$ cat src/rtl/lbt_pkg.sv
package lbt_pkg;

    typedef logic [23:0] rgb_t;

    localparam rgb_t RGB_WHITE = 24'hFFFFFF;

    typedef enum logic [2:0] {
        ST_IDLE,
        ST_TEX,
        ST_FBRD,
        ST_MERGE,
        ST_WRITE
    } lbt_state_t;

    // Per-channel modulate with rounding up: (x*y + 255) >> 8
    function automatic logic [7:0] mod8(input logic [7:0] x, input logic [7:0] y);
        logic [15:0] prod;
        prod = {8'h00, x} * {8'h00, y};
        prod = prod + 16'd255;
        return prod[15:8];
    endfunction

    function automatic rgb_t mod_rgb(input rgb_t x, input rgb_t y);
        rgb_t r;
        for (int c = 0; c < 3; c++) begin
            r[c*8 +: 8] = mod8(x[c*8 +: 8], y[c*8 +: 8]);
        end
        return r;
    endfunction

endpackage

$ cat src/rtl/lbt_texel_stub.sv
module lbt_texel_stub
    import lbt_pkg::*;
#(
    parameter int ADDR_W = 8,
    parameter int CNT_W  = 5
) (
    input  logic [ADDR_W-1:0] addr,
    input  logic [CNT_W-1:0]  tex_idx,
    output rgb_t              texel
);

    logic [7:0] addr8;
    logic [7:0] idx8;
    logic [7:0] idx_mul;

    assign addr8   = 8'(addr);
    assign idx8    = 8'(tex_idx);
    assign idx_mul = idx8 * 8'd17;

    // The lookup result is consumed in the loop cycle that requests it
    for (genvar c = 0; c < 3; c++) begin : g_chan
        assign texel[c*8 +: 8] = (addr8 + idx_mul + 8'(85 * c)) | 8'h80;
    end

endmodule

$ cat src/rtl/lbt_tex_stage.sv
module lbt_tex_stage
    import lbt_pkg::*;
#(
    parameter int NUM_TU = 2,
    parameter int ADDR_W = 8,
    parameter int CNT_W  = 5,
    localparam int LANE_W = $clog2(NUM_TU + 1)
) (
    input  rgb_t              col_in,
    input  logic [ADDR_W-1:0] addr,
    input  logic [CNT_W-1:0]  first_idx,
    input  logic [LANE_W-1:0] lanes,
    output rgb_t              col_out
);

    logic [NUM_TU:0][23:0] chain;

    assign chain[0] = col_in;

    for (genvar i = 0; i < NUM_TU; i++) begin : g_lane
        logic [CNT_W-1:0] idx;
        rgb_t             tex;

        assign idx = first_idx + CNT_W'(i);

        lbt_texel_stub #(
            .ADDR_W (ADDR_W),
            .CNT_W  (CNT_W)
        ) u_stub (
            .addr    (addr),
            .tex_idx (idx),
            .texel   (tex)
        );

        // Idle lanes pass the colour through untouched
        assign chain[i+1] = (lanes > LANE_W'(i)) ? mod_rgb(chain[i], tex) : chain[i];
    end

    assign col_out = chain[NUM_TU];

endmodule

$ cat src/rtl/lbt_ctrl.sv
module lbt_ctrl
    import lbt_pkg::*;
#(
    parameter int NUM_TU   = 2,
    parameter int PASS_MAX = 8,
    parameter int ADDR_W   = 8,
    parameter int CNT_W    = 5,
    localparam int LANE_W  = $clog2(NUM_TU + 1)
) (
    input  logic              clk,
    input  logic              rst_n,
    input  logic              in_valid,
    input  logic [ADDR_W-1:0] in_addr,
    input  rgb_t              in_base,
    input  logic [CNT_W-1:0]  in_tex_cnt,
    input  rgb_t              stage_col,
    input  rgb_t              fb_rd_data,
    output logic              in_ready,
    output logic              busy,
    output logic              fb_rd_en,
    output logic              fb_wr_en,
    output logic [ADDR_W-1:0] fb_addr,
    output rgb_t              fb_wr_data,
    output logic              done,
    output rgb_t              out_colour,
    output logic [CNT_W-1:0]  pass_idx,
    output rgb_t              stage_src,
    output logic [CNT_W-1:0]  stage_first,
    output logic [LANE_W-1:0] stage_lanes
);

    localparam logic [CNT_W-1:0] LIM  = CNT_W'(PASS_MAX);
    localparam logic [CNT_W-1:0] TU_C = CNT_W'(NUM_TU);

    function automatic logic [CNT_W-1:0] clip_pass(input logic [CNT_W-1:0] n);
        return (n > LIM) ? LIM : n;
    endfunction

    lbt_state_t        state_q, state_d;
    logic [ADDR_W-1:0] addr_q;
    rgb_t              col_q;
    logic [CNT_W-1:0]  total_q;
    logic [CNT_W-1:0]  applied_q;
    logic [CNT_W-1:0]  left_q;
    logic [CNT_W-1:0]  pass_q;

    logic [CNT_W-1:0]  step;
    logic              last;

    assign step = (left_q > TU_C) ? TU_C : left_q;
    assign last = (applied_q == total_q);

    // State register
    always_ff @(posedge clk or negedge rst_n) begin
        if (!rst_n) begin
            state_q <= ST_IDLE;
        end else begin
            state_q <= state_d;
        end
    end

    // Next-state logic
    always_comb begin
        state_d = state_q;
        unique case (state_q)
            ST_IDLE: begin
                if (in_valid) begin
                    state_d = (in_tex_cnt == '0) ? ST_WRITE : ST_TEX;
                end
            end
            ST_TEX: begin
                if (left_q == step) begin
                    state_d = (pass_q == '0) ? ST_WRITE : ST_FBRD;
                end
            end
            ST_FBRD:  state_d = ST_MERGE;
            ST_MERGE: state_d = ST_WRITE;
            ST_WRITE: state_d = last ? ST_IDLE : ST_TEX;
            default:  state_d = ST_IDLE;
        endcase
    end

    // Pixel context registers
    always_ff @(posedge clk or negedge rst_n) begin
        if (!rst_n) begin
            addr_q    <= '0;
            col_q     <= '0;
            total_q   <= '0;
            applied_q <= '0;
            left_q    <= '0;
            pass_q    <= '0;
        end else begin
            unique case (state_q)
                ST_IDLE: begin
                    if (in_valid) begin
                        addr_q    <= in_addr;
                        col_q     <= in_base;
                        total_q   <= in_tex_cnt;
                        applied_q <= '0;
                        left_q    <= clip_pass(in_tex_cnt);
                        pass_q    <= '0;
                    end
                end
                ST_TEX: begin
                    col_q     <= stage_col;
                    applied_q <= applied_q + step;
                    left_q    <= left_q - step;
                end
                ST_FBRD: begin
                end
                ST_MERGE: begin
                    col_q <= mod_rgb(fb_rd_data, col_q);
                end
                ST_WRITE: begin
                    if (!last) begin
                        pass_q <= pass_q + 1'b1;
                        col_q  <= RGB_WHITE;
                        left_q <= clip_pass(total_q - applied_q);
                    end
                end
                default: begin
                end
            endcase
        end
    end

    // Outputs
    always_comb begin
        in_ready    = 1'b0;
        busy        = 1'b1;
        fb_rd_en    = 1'b0;
        fb_wr_en    = 1'b0;
        done        = 1'b0;
        stage_lanes = '0;
        unique case (state_q)
            ST_IDLE: begin
                in_ready = 1'b1;
                busy     = 1'b0;
            end
            ST_TEX:   stage_lanes = LANE_W'(step);
            ST_FBRD:  fb_rd_en = 1'b1;
            ST_MERGE: begin
            end
            ST_WRITE: begin
                fb_wr_en = 1'b1;
                done     = last;
            end
            default: begin
            end
        endcase
        fb_addr     = addr_q;
        fb_wr_data  = col_q;
        out_colour  = col_q;
        pass_idx    = pass_q;
        stage_src   = col_q;
        stage_first = applied_q;
    end

endmodule

$ cat src/rtl/lbt_pipe.sv
module lbt_pipe
    import lbt_pkg::*;
#(
    parameter int NUM_TU   = 2,
    parameter int PASS_MAX = 8,
    parameter int ADDR_W   = 8,
    parameter int CNT_W    = 5
) (
    input  logic              clk,
    input  logic              rst_n,
    input  logic              in_valid,
    output logic              in_ready,
    input  logic [ADDR_W-1:0] in_addr,
    input  logic [23:0]       in_base,
    input  logic [CNT_W-1:0]  in_tex_cnt,
    output logic              busy,
    output logic              fb_rd_en,
    output logic              fb_wr_en,
    output logic [ADDR_W-1:0] fb_addr,
    output logic [23:0]       fb_wr_data,
    input  logic [23:0]       fb_rd_data,
    output logic              done,
    output logic [23:0]       out_colour,
    output logic [CNT_W-1:0]  pass_idx
);

    localparam int LANE_W = $clog2(NUM_TU + 1);

    rgb_t              stage_src;
    rgb_t              stage_col;
    logic [CNT_W-1:0]  stage_first;
    logic [LANE_W-1:0] stage_lanes;

    lbt_ctrl #(
        .NUM_TU   (NUM_TU),
        .PASS_MAX (PASS_MAX),
        .ADDR_W   (ADDR_W),
        .CNT_W    (CNT_W)
    ) u_ctrl (
        .clk         (clk),
        .rst_n       (rst_n),
        .in_valid    (in_valid),
        .in_addr     (in_addr),
        .in_base     (in_base),
        .in_tex_cnt  (in_tex_cnt),
        .stage_col   (stage_col),
        .fb_rd_data  (fb_rd_data),
        .in_ready    (in_ready),
        .busy        (busy),
        .fb_rd_en    (fb_rd_en),
        .fb_wr_en    (fb_wr_en),
        .fb_addr     (fb_addr),
        .fb_wr_data  (fb_wr_data),
        .done        (done),
        .out_colour  (out_colour),
        .pass_idx    (pass_idx),
        .stage_src   (stage_src),
        .stage_first (stage_first),
        .stage_lanes (stage_lanes)
    );

    lbt_tex_stage #(
        .NUM_TU (NUM_TU),
        .ADDR_W (ADDR_W),
        .CNT_W  (CNT_W)
    ) u_stage (
        .col_in    (stage_src),
        .addr      (fb_addr),
        .first_idx (stage_first),
        .lanes     (stage_lanes),
        .col_out   (stage_col)
    );

endmodule

$ cat config.mk
export PLATFORM = sky130hd
export DESIGN_NAME = lbt_pipe
export DESIGN_NICKNAME = d
export VERILOG_FILES = /design/src/rtl/lbt_pkg.sv /design/src/rtl/lbt_texel_stub.sv /design/src/rtl/lbt_tex_stage.sv /design/src/rtl/lbt_ctrl.sv /design/src/rtl/lbt_pipe.sv
export SDC_FILE = /design/constraint.sdc
export NUM_CORES = 1
export LEC_CHECK = 0
export ABC_CLOCK_PERIOD_IN_PS = 26200
export CAP_MARGIN = 15
export CORE_MARGIN = 4
export CORE_UTILIZATION = 50
export CTS_BUF_LIST = sky130_fd_sc_hd__clkbuf_8
export CTS_CLUSTER_DIAMETER = 50
export DETAILED_ROUTE_END_ITERATION = 6
export DONT_BUFFER_PORTS = 1
export PLACE_DENSITY = 0.62
export SLEW_MARGIN = 20
export SYNTH_ARGS = -nofsm -noshare
export SYNTH_HDL_FRONTEND = slang
export SYNTH_SLANG_ARGS = --single-unit
$ cat constraint.sdc
create_clock -name clk -period 26.2 [get_ports clk]
set_input_delay 5.24 -clock clk [delete_from_list [all_inputs] [get_ports clk]]
set_output_delay 5.24 -clock clk [all_outputs]
set_load 0.03 [all_outputs]
After elaboration in Yosys (flattened, before gate mapping). Cells that the tools add are included. Widths: inputs -> output; s select.

Word-level logic and storage cells: 92. Register bits: 55. Bits of input ports: 64.

$mul: 11. Equality and inequality tests: 9. $add $sub $neg: 20. Reductions and logical operators: 13. Magnitude comparators: 5. Multiplexer cells: 27.

Operators by type and width (number): $add 16x8->16 const B (9); $mul 8x8->16 (9); $mux 24 (4); $pmux 24 s4 (1); $mux 5 (7); $pmux 5 s2 (2); $pmux 3 s5 (1); $pmux 5 s3 (1); $add 7x6->7 const B (2); $add 7x7->7 (2); $add 7x7->7 const B (2); $mul 5x5->7 const B (2); $mux 3 (4); $add 5x1->5 const B (2); $eq 5x5->1 (2); $gt 5x4->1 const B (2); $logic_not 5->1 (2); $sub 5x5->5 (2); $reduce_and 3->1 (3); $eq 3x2->1 const B (2); $mux 1 (6); $reduce_and 2->1 (3); $add 5x5->5 (1); $gt 5x2->1 const B (1); other kinds (10) (13).

Logic depth before layout (Yosys ltp).
Word-level depth: 10. Gate-level depth with buffers: 45. Gate-level depth less buffers: 44.

Cells and area by module. From an unflattened synthesis, not the netlist that was laid out.

Cell total of the unflattened synthesis: 2764. Area total of the unflattened synthesis: 23638.9 µm².

By module, submodules not included: lbt_tex_stage (area an instance 12679.7 µm², sequential area each 0.0 µm², cells each 1487, instances 1); lbt_ctrl (area an instance 9798.1 µm², sequential area each 1376.3 µm², cells each 1153, instances 1); lbt_texel_stub (area an instance 580.6 µm², sequential area each 0.0 µm², cells each 62, instances 2).

Least setup slack after synthesis. Ideal clock, no wire load.

Kind: flip-flop to flip-flop. Start: register u_ctrl.addr_q[2] (netlist: u_ctrl.fb_addr[2]). End: register u_ctrl.col_q[20] (netlist: u_ctrl.fb_wr_data[20]). Period minus slack after synthesis: 10.882 ns. Buffers on the path: 2. Stages on the path, launching flop included: 41. Path slack: 15.318 ns. Arrival: 10.788 ns. Cells stage by stage: dfrtp_1 -> ha_1 -> ha_1 -> ha_1 -> fa_1 -> xor2_1 -> clkbuf_1 -> xor2_1 -> nand2_1 -> fa_1 -> fa_1 -> inv_1 -> fa_1 -> inv_1 -> fa_1 -> inv_1 -> ha_1 -> inv_1 -> [... 5 more ...] -> buf_2 -> or2_2 -> fa_1 -> fa_1 -> inv_1 -> fa_1 -> inv_1 -> fa_1 -> inv_1 -> ha_1 -> a21o_1 -> a21oi_1 -> o21ai_0 -> and2_1 -> a2111oi_4 -> nor2_1 -> or4_1 -> a221oi_2.

Longest elaborated chain between the ends: 9.

Ends and longest elaborated chain: start: declaration (line lbt_ctrl.sv:40) `logic [ADDR_W-1:0] addr_q;`; start signal: assignment (line lbt_ctrl.sv:96) `addr_q <= in_addr;`; $add 7x7->7 (line lbt_texel_stub.sv:22) `assign texel[c*8 +: 8] = (addr8 + idx_mul + 8'(85 * c)) | 8'h80;`; $add 7x6->7 (line lbt_texel_stub.sv:22); $mul 8x8->16 (line lbt_pkg.sv:18) `prod = {8'h00, x} * {8'h00, y};`; $add 16x8->16 (line lbt_pkg.sv:19) `prod = prod + 16'd255;`; $mux 24 (line lbt_tex_stage.sv:36) `assign chain[i+1] = (lanes > LANE_W'(i)) ? mod_rgb(chain[i], tex) : chain[i];`; $mul 8x8->16 (line lbt_pkg.sv:18); $add 16x8->16 (line lbt_pkg.sv:19); $mux 24 (*) (line lbt_tex_stage.sv:36); $pmux 24 s4 (*) (line lbt_ctrl.sv:93) `unique case (state_q)`; end signal: assignment (line lbt_ctrl.sv:97) `col_q <= in_base;`; end signal: assignment (line lbt_ctrl.sv:105) `col_q <= stage_col;`; end signal: assignment (line lbt_ctrl.sv:112) `col_q <= mod_rgb(fb_rd_data, col_q);`; end: declaration (line lbt_ctrl.sv:41) `rgb_t col_q;`.

Every way passes the cells marked *; elsewhere a longest branch is shown, timed or not. A chain may end at the register's enable or synchronous reset.

Worst setup path in the final report. Same ends and word-level chain as after synthesis.

==> flow_summary.toml <==
[yosys]
synthFlopType = "dfrtp_1"
synth_edf_count = 0
ys_seq_area_share_pct = 6.08
synthCells = 2685
syn_area_um2 = 22700
yosysWarnings = 0
avgSynthCellArea_um2 = 8.44
ys_async_sr_fraction_pct = 100
synth-seq-cells = 55
synth_cell_type_count = 80

[detailed_routing]
routed_via_density = 5.47
dr.max_layer_used = "met5"
first_pass_iters = 5
routed_wirelength_um = 57200
ant_nets = 0
route.detailed.drc = 0
drtIter0Drc = 1044
wl_met2_um = 26800
dr_wl_met3_um = 3050
wl_met1_um = 26100
num_vias = 17600
routedWlPerCell_um = 17.8

[cells_and_area]
multi_input_area_um2 = 18800
final_util_pct = 52.3
final_layout_size_suffix_gt1_share_pct = 3.44
syn_to_final_growth_pct = 2.76
final_common_cell = "inv_1"
layout.nets = 3392
num-fill-cells = 4215
mostFrequentLayoutCells = "inv_1, nand2_1, fa_1, ha_1, nor2_1"
postLayoutCellArea_um2 = 23300
register_area_um2 = 1380

[cts]
clockBufferDepth = 2
root_buffer = "clkbuf_8"
postCtsSetupBuffers = 0
cts_made_buffers = 5
cts.sinks = 55
cts_tree = "done"
cts_hold_buf = 0
cts_resized = 0
clk_pin_slew_ps = 130
htreeDepth = 2
clk_latency_ps = 360

[setup_path]
cp-end-kind = "register"
critPathArrivalTime_ps = 12620
worst_setup_path_start_kind = "register"
cp.required_ps = 26470
cpMaxStageDelayCell = "fa_1"
slowest_delay_ps = 1030
ff2ff_path_depth = 37
cpMostUsedCell = "fa_1"
worstPathMaxFanout = 14
path_class = "reg -> reg"

[timing]
fmax_ghz = 0.0810
setup_ws_ps = 13850
max_slew_margin_pct = 28.9
hold_viol_final = 0
tns_ps = 0
worstMarginPinSlew_ps = 1060
slew_violations = 0
finalCritPeriodShare_pct = 47.1
rsz0062_at_grt = "no"
finalSetupViolations = 0
skew_ps = 18.3
min_period_ps = 12350

[die]
fp.dieArea_um2 = 48800
num_io_pins = 130
fp-row-count = 77
initial_utilization_pct = 50.9
core_um2 = 44500
dieWidth_um = 221
die_h_um = 221

[global_route]
grt_max_degree = 56
antenna_found_initial = 6
grt_pass1_vias = 18300
grt_pass1_wl_um = 95000
grt_usage_pct = 23.4
grt-ovfl-total = 0

[placement]
io_buffers = 0
place_area_um2 = 23200
dpl_worst_slack_ps = 14010
gp_routability_congestion = 0.921
dp_hpwl_um = 46900

[min_path]
min_path_cells = 2
hold_path_class = "reg -> reg"

[job]
drv_cap = 0

[outcome]
outcome = "finished clean"
==> path summary, 6_finish.rpt <==
path	start	slack (ps)	end
max in group asynchronous	rst_n	21540	u_ctrl.fb_wr_data[23]$_DFFE_PN0P_
min reg2reg	u_ctrl.total_q[2]$_DFFE_PN0P_	510	u_ctrl.total_q[2]$_DFFE_PN0P_
max	u_ctrl.fb_addr[2]$_DFFE_PN0P_	13850	u_ctrl.fb_wr_data[20]$_DFFE_PN0P_
min	u_ctrl.total_q[2]$_DFFE_PN0P_	510	u_ctrl.total_q[2]$_DFFE_PN0P_
max reg2reg	u_ctrl.fb_addr[2]$_DFFE_PN0P_	13850	u_ctrl.fb_wr_data[20]$_DFFE_PN0P_
min in group asynchronous	rst_n	4560	u_ctrl.pass_idx[2]$_DFFE_PN0P_
==> cell families after synthesis <==
family	Yosys count	synth area share, %
AOI/OAI and AO/OA	328	9.71
xor gates and xnor gates	109	4.21
adders and majority gates	711	51.6
buffers and inverters	630	10.9
DFF	55	6.08
muxes	9	0.420
other	2	0.0332
and+or+nand+nor	841	17.1
==> layout make-up <==
type | instances | share of cell area [%]
Tap cell | 592 | 3.18
Antenna cell | 1 | 0.0108
Timing Repair Buffer | 40 | 1.29
Sequential cell | 55 | 5.91
Multi-Input combinational cell | 2001 | 80.9
Inverter | 514 | 8.29
Clock buffer | 5 | 0.296
Clock inverter | 3 | 0.145
==> critical path, delay by kind of cell, from the launching register on <==
kind | cells | cell delay, ps
compound gates | 10 | 3090
xor+xnor | 2 | 720
fa+ha+maj | 14 | 6090
buf+inv | 4 | 190
flops | 1 | 550
simple gates | 7 | 1600
==> state kept, by name (all words and copies together), names as in the netlist <==
signal	cells
u_ctrl.state_q	3
u_ctrl.stage_first	5
u_ctrl.pass_idx	5
u_ctrl.fb_addr	8
u_ctrl.fb_wr_data	24
u_ctrl.left_q	5
u_ctrl.total_q	5
==> metal layers <==
metal  vias up  track usage [%]
met2       462             38.8
li1       8279                -
met3        81             3.26
met4         8             5.11
met5         -                0
met1      8749             33.0
==> per-stage QoR <==
stage	std cells	hold slack (ps)
global route	3211	552
finish	3211	506
floorplan	2686	450
global placement	3202	474
detailed placement	3202	479
CTS	3210	510
==> cells in the mapped netlist, drive strengths merged, types with 36 or more instances <==
cell type / number / area, um2
nand2: 426 / 1600
and2: 111 / 694
o21ai: 81 / 417
fa: 371 / 7430
ha: 340 / 4250
xor2: 36 / 315
inv: 514 / 1930
nand2b: 36 / 225
a21oi: 84 / 424
nor2: 143 / 537
clkbuf: 82 / 308
xnor2: 73 / 639
dfrtp: 55 / 1380
Power is left out: the tool's default activity adds up to more than one toggle a clock period on the data nets, which glitch-free logic cannot reach.
